$ cat src/rtl/led_scan_pkg.sv
package led_scan_pkg;

    localparam int unsigned N_ROWS = 16;
    localparam int unsigned N_COLS = 16;
    localparam int unsigned N_DOTS = N_ROWS * N_COLS;
    localparam int unsigned ROW_W  = $clog2(N_ROWS);
    localparam int unsigned COL_W  = $clog2(N_COLS);
    localparam int unsigned POS_W  = ROW_W + COL_W;

    typedef logic [ROW_W-1:0] row_idx_t;
    typedef logic [COL_W-1:0] col_idx_t;

    // Row index in the upper bits, so {row,col} equals row*N_COLS+col.
    typedef struct packed {
        row_idx_t row;
        col_idx_t col;
    } scan_pos_t;

    typedef struct packed {
        logic [N_ROWS-1:0] row_n;
        logic [N_COLS-1:0] col_hi;
    } pin_vec_t;

    function automatic pin_vec_t pins_idle();
        pin_vec_t p;
        p.row_n  = '1;
        p.col_hi = '0;
        return p;
    endfunction

    function automatic pin_vec_t pins_for(scan_pos_t pos, logic on);
        pin_vec_t p;
        p = pins_idle();
        if (on) begin
            p.row_n[pos.row]  = 1'b0;
            p.col_hi[pos.col] = 1'b1;
        end
        return p;
    endfunction

endpackage

$ cat src/rtl/scan_counter.sv
module scan_counter
    import led_scan_pkg::*;
(
    input  logic      clk,
    input  logic      rst,
    output scan_pos_t pos
);
    logic [POS_W-1:0] cnt;

    always_ff @(posedge clk) begin
        if (rst) cnt <= '0;
        else     cnt <= cnt + POS_W'(1);
    end

    assign pos = scan_pos_t'(cnt);

    property p_step;
        @(posedge clk) disable iff (rst) 1'b1 |=> (cnt == $past(cnt) + POS_W'(1));
    endproperty
    assert_scan_step_R2: assert property (p_step);

    property p_reset_pos;
        @(posedge clk) rst |=> (cnt == '0);
    endproperty
    assert_reset_pos_R1: assert property (p_reset_pos);
endmodule

$ cat src/rtl/dot_select.sv
module dot_select
    import led_scan_pkg::*;
(
    input  logic [N_DOTS-1:0] frame,
    input  scan_pos_t         pos,
    output logic              dot_on
);
    // The packed position is the frame bit index.
    always_comb dot_on = frame[POS_W'(pos)];
endmodule

$ cat src/rtl/pin_driver.sv
module pin_driver
    import led_scan_pkg::*;
(
    input  logic      clk,
    input  logic      rst,
    input  scan_pos_t pos,
    input  logic      dot_on,
    output pin_vec_t  pins
);
    always_ff @(posedge clk) begin
        if (rst) pins <= pins_idle();
        else     pins <= pins_for(pos, dot_on);
    end

    property p_reset_pins;
        @(posedge clk) rst |=> (pins.row_n == '1 && pins.col_hi == '0);
    endproperty
    assert_reset_pins_R1: assert property (p_reset_pins);

    property p_lit;
        @(posedge clk) disable iff (rst)
            dot_on |=> (!pins.row_n[$past(pos.row)] && pins.col_hi[$past(pos.col)]);
    endproperty
    assert_dot_lit_R4: assert property (p_lit);

    property p_blank;
        @(posedge clk) disable iff (rst)
            !dot_on |=> (pins.row_n == '1 && pins.col_hi == '0);
    endproperty
    assert_dot_blank_R5: assert property (p_blank);

    property p_single;
        @(posedge clk) disable iff (rst)
            $onehot0(~pins.row_n) && $onehot0(pins.col_hi) &&
            ($countones(~pins.row_n) == $countones(pins.col_hi));
    endproperty
    assert_single_dot_R6: assert property (p_single);
endmodule

$ cat src/rtl/led_dot_scanner.sv
module led_dot_scanner
    import led_scan_pkg::*;
(
    input  logic              clk,
    input  logic              rst,
    input  logic [N_DOTS-1:0] frame,
    output logic [N_ROWS-1:0] row_n,
    output logic [N_COLS-1:0] col
);
    scan_pos_t pos;
    logic      dot_on;
    pin_vec_t  pins;

    scan_counter u_cnt (
        .clk (clk),
        .rst (rst),
        .pos (pos)
    );

    dot_select u_sel (
        .frame  (frame),
        .pos    (pos),
        .dot_on (dot_on)
    );

    pin_driver u_drv (
        .clk    (clk),
        .rst    (rst),
        .pos    (pos),
        .dot_on (dot_on),
        .pins   (pins)
    );

    assign row_n = pins.row_n;
    assign col   = pins.col_hi;
endmodule

$ cat config.mk
export PLATFORM = sky130hd
export DESIGN_NAME = led_dot_scanner
export DESIGN_NICKNAME = d
export VERILOG_FILES = /design/src/rtl/led_scan_pkg.sv /design/src/rtl/scan_counter.sv /design/src/rtl/dot_select.sv /design/src/rtl/pin_driver.sv /design/src/rtl/led_dot_scanner.sv
export SDC_FILE = /design/constraint.sdc
export NUM_CORES = 1
export LEC_CHECK = 0
export BUFFER_PORTS_ARGS = -buffer_cell sky130_fd_sc_hd__buf_4
export CORE_AREA = 2 2 114 116
export DETAILED_ROUTE_END_ITERATION = 7
export DIE_AREA = 0 0 116 118
export GPL_ROUTABILITY_DRIVEN = 0
export HOLD_SLACK_MARGIN = 0.1
export PLACE_DENSITY_LB_ADDON = 0.15
export SETUP_SLACK_MARGIN = 0.2
export SYNTH_ARGS = -nofsm -noshare
export SYNTH_HDL_FRONTEND = slang
export SYNTH_SLANG_ARGS = --single-unit
$ cat constraint.sdc
create_clock -name clk -period 3.46 [get_ports clk]
set_input_delay 0.346 -clock clk [delete_from_list [all_inputs] [get_ports clk]]
set_output_delay 0.346 -clock clk [all_outputs]
set_load 0.02 [all_outputs]
==> reports/qor.csv <==
stage,metric,value,unit
setup_path,worstSetupStartpointType,register,
power_and_ir_drop,switching_share,25.64,%
yosys,synthMuxAreaShare,42.15,%
yosys,synth_nets,624,
final_layout,syn_to_final_growth,68.39,%
final_layout,finalCoreUtilization,49.28,%
setup_path,setup.worst_path.end_class,register,
floorplan,number_of_top_level_pins,290,
clocking,cts_sinks,40,
power_and_ir_drop,post-layout-total-power,0.001676,W
place,io_buffers,289,
route,met3RoutedLength,1233,microns
global_route,grt_pass1_vias,4348,
global_route,track_usage,20.36,%
final_layout,antenna_cells_inserted,0,
floorplan,initial_core_utilization,29.27,%
yosys,synth_top_family_by_area,multiplexers,
timing,achievable-frequency,0.3451,GHz
yosys,area_fraction_in_and_or_nand_and_nor_cells_after_synthesis,11.26,%
route,finalWirelength,14750,microns
power_and_ir_drop,clockPowerShare,32.9,%
timing,holdWs,0.3154,ns
timing,finalMaxSlewViolations,0,
clocking,clock_slew_at_the_register_clock_pins_of_the_worst_setup_and_hold_paths,0.06,ns
yosys,netlist-cell-type-count,40,
route,first_pass_iters,4,
clocking,insertion_delay,0.28,ns
timing,final_min_period_over_clock_period,83.74,%
yosys,synthCells,362,
clocking,post_cts.repair.setup_buffers,0,
final_layout,final_layout_size_suffix_gt1_share,52.04,%
timing,finalSetupViolations,0,
yosys,synth_area_in_xor_xnor,1.205,%
clocking,tritoncts.num_buffers,5,
yosys,ys_seq_elements,40,
clocking,clock_path_buffers,2,
final_layout,mostFrequentLayoutCells,"300 x sky130_fd_sc_hd__buf_4, 81 x sky130_fd_sc_hd__mux2i_1, 39 x sky130_fd_sc_hd__dfxtp_1, 31 x sky130_fd_sc_hd__a22oi_1, 24 x sky130_fd_sc_hd__nand2_1",
timing,timing.slew.headroom,40.95,%
clocking,cts_resized,0,
floorplan,die_width,116,microns
route,drtIter0Drc,159,
yosys,synth_compound_area_share,15.25,%
floorplan,standard_cell_rows,41,
yosys,avgSynthCellArea,10.04,sq um
setup_path,maximum_fanout_along_the_worst_path,38,
yosys,yosys.area_share.adder,1.377,%
power_and_ir_drop,p_switching,0.0004296,W
power_and_ir_drop,comb_power_share,38.5,%
global_route,grt_start_max_net_pins,40,
power_and_ir_drop,seq_power_share,28.6,%
flow_run,maxCapViolCount,0,
floorplan,chipHeight,118,microns
timing,worst_pin_slew,0.8858,ns
yosys,syn_area,3633,sq um
power_and_ir_drop,power_density,273.9,nW/um^2
power_and_ir_drop,cell_internal_pwr,0.001246,W
clocking,clock_tree_from_tritoncts,done,
floorplan,fp.dieArea,13690,sq um
timing,worst_clock_skew,0.004482,ns
status,run_status,"finished, final reports clean",
hold_path,hold_path_depth,2,
setup_path,critPathKind,register to register,
final_layout,layout.cells.most_common,sky130_fd_sc_hd__buf_4,
timing,min_period,2.897,ns
hold_path,timing.hold.worst.class,primary input to register,
yosys,synth_sequential_area_ratio,22.04,%
yosys,ys.flop_type,sky130_fd_sc_hd__dfxtp_1,
global_route,global_route_wire_length_before_repair,21850,microns
route,viasPerCell,5.078,
route,vias,4113,
global_route,antenna_violations_before_repair,0,
timing,tns,0,ns
global_route,grt.overflow.total,0,
timing,hold_violations,0,
clocking,h-tree-depth,2,
setup_path,crit_path_arrival_time,3.05,ns
route,drt-wirelength-per-cell,18.21,microns
floorplan,core_region_area,12410,sq um
power_and_ir_drop,vdd_ir_drop_max,0.0001810,V
route,ant_nets,0,
clocking,clock_tree.root_cell,sky130_fd_sc_hd__clkbuf_16,
place,place_hpwl,12310,microns
setup_path,worst_r2r_path_depth,9,
route,wl_met1,5305,microns
yosys,synth-async-reset-ratio,0,%
setup_path,worst_ep_required_time,3.61,ns
clocking,holdBufCountCts,0,
route,wl_met2,7766,microns
route,route.detailed.drc,0,
timing,grt_setup_unrepaired,false,
route,highest_metal_used,met4,
yosys,synth.yosys.warnings,0,
power_and_ir_drop,power.leakage,2.653,nW
final_layout,final_nets,900,
yosys,synth_edf_count,0,
cell families (layout without fill, tap and decap cells):
family          after synthesis  after routing
mux                         112            112
simple gates                 84             84
compound gates               76             76
buf+inv                      41            317
flops                        40             40
xor+xnor                      5              5
fa+ha+maj                     4              4
cell usage after synthesis (2+ instances only):
cell	number	area [sq um]
sky130_fd_sc_hd__xnor2_1	2	17.52
sky130_fd_sc_hd__or3_1	7	43.79
sky130_fd_sc_hd__o22ai_1	3	18.77
sky130_fd_sc_hd__a22o_1	4	35.03
sky130_fd_sc_hd__nand2_1	24	90.09
sky130_fd_sc_hd__buf_8	2	30.03
sky130_fd_sc_hd__mux2i_1	81	810.8
sky130_fd_sc_hd__buf_6	5	56.30
sky130_fd_sc_hd__a22oi_1	31	232.7
sky130_fd_sc_hd__nand3b_1	2	15.01
sky130_fd_sc_hd__inv_1	6	22.52
sky130_fd_sc_hd__dfxtp_1	40	800.8
sky130_fd_sc_hd__ha_1	4	50.05
sky130_fd_sc_hd__a211oi_1	5	37.54
sky130_fd_sc_hd__a2111oi_0	3	26.28
sky130_fd_sc_hd__nor2_1	15	56.30
sky130_fd_sc_hd__nand3_1	16	80.08
sky130_fd_sc_hd__clkbuf_1	15	56.30
sky130_fd_sc_hd__a31o_2	2	17.52
sky130_fd_sc_hd__nor3_1	4	20.02
sky130_fd_sc_hd__xor2_1	3	26.28
sky130_fd_sc_hd__mux4_1	15	394.1
sky130_fd_sc_hd__mux4_2	13	292.8
sky130_fd_sc_hd__a21oi_1	20	100.1
sky130_fd_sc_hd__nor2b_1	8	50.05
sky130_fd_sc_hd__mux2_2	3	33.78
sky130_fd_sc_hd__a221oi_1	3	26.28
sky130_fd_sc_hd__a41oi_1	2	17.52
sky130_fd_sc_hd__nand2b_1	3	18.77
sky130_fd_sc_hd__buf_2	6	30.03
sky130_fd_sc_hd__buf_4	6	45.04
final timing paths:
| path | start | to | slack, ns |
|---|---|---|---|
| max | u_cnt.pos[1]$_SDFF_PP0_ | u_drv.pins[28]$_SDFF_PP1_ | 0.56 |
| min | rst | u_cnt.pos[0]$_SDFF_PP0_ | 0.32 |
| max reg2reg | u_cnt.pos[1]$_SDFF_PP0_ | u_drv.pins[28]$_SDFF_PP1_ | 0.56 |
| min reg2reg | u_cnt.pos[6]$_SDFF_PP0_ | u_cnt.pos[6]$_SDFF_PP0_ | 0.54 |
registers in the layout, summed over array words and instances (netlist names):
signal / flops
u_cnt.pos: 8
u_drv.pins: 32
power by group through the flow:
stage,logic (W),clock network [W],registers (W)
floorplan,0.000358,0,0.000487
global placement,0.000633,0,0.000495
detailed placement,0.000642,0,0.000495
CTS,0.000643,0.000560,0.000486
global route,0.000693,0.000586,0.000481
finish,0.000645,0.000551,0.000480
critical path, stage by stage (launching register included):
cell	delay (ns)
sky130_fd_sc_hd__dfxtp_4	0.48
sky130_fd_sc_hd__buf_12	0.29
sky130_fd_sc_hd__mux2i_1	0.12
sky130_fd_sc_hd__a22o_1	0.24
sky130_fd_sc_hd__a221oi_1	0.31
sky130_fd_sc_hd__a22oi_1	0.14
sky130_fd_sc_hd__a31o_2	0.28
sky130_fd_sc_hd__a311o_1	0.27
sky130_fd_sc_hd__buf_4	0.21
sky130_fd_sc_hd__or4_1	0.39
final cells by class:
class | count | area [sq um]
fill | 1223 | 6296
sequential | 40 | 804.5
tap | 172 | 215.2
clock buffer | 6 | 150.1
inverter | 7 | 26.28
timing repair buffer | 303 | 2303
multi-input combinational | 281 | 2589
clock inverter | 1 | 30.03
through the flow:
step	area [sq um]	setup slack, ns	std cells
6_report	6118	0.5627	810
3_5_place_dp	5927	0.4206	802
5_1_grt	6118	0.3296	810
2_1_floorplan	3633	0.8016	362
3_3_place_gp	5927	0.4595	802
4_1_cts	6107	0.4016	809
per-layer routing:
metal	global-route usage, %	vias to the layer above
met1	21.99	1902
met5	0	-
met4	6.101	0
met2	38.96	211
li1	-	1966
met3	4.068	34
Note: power is estimated with default switching activity, not from simulation.
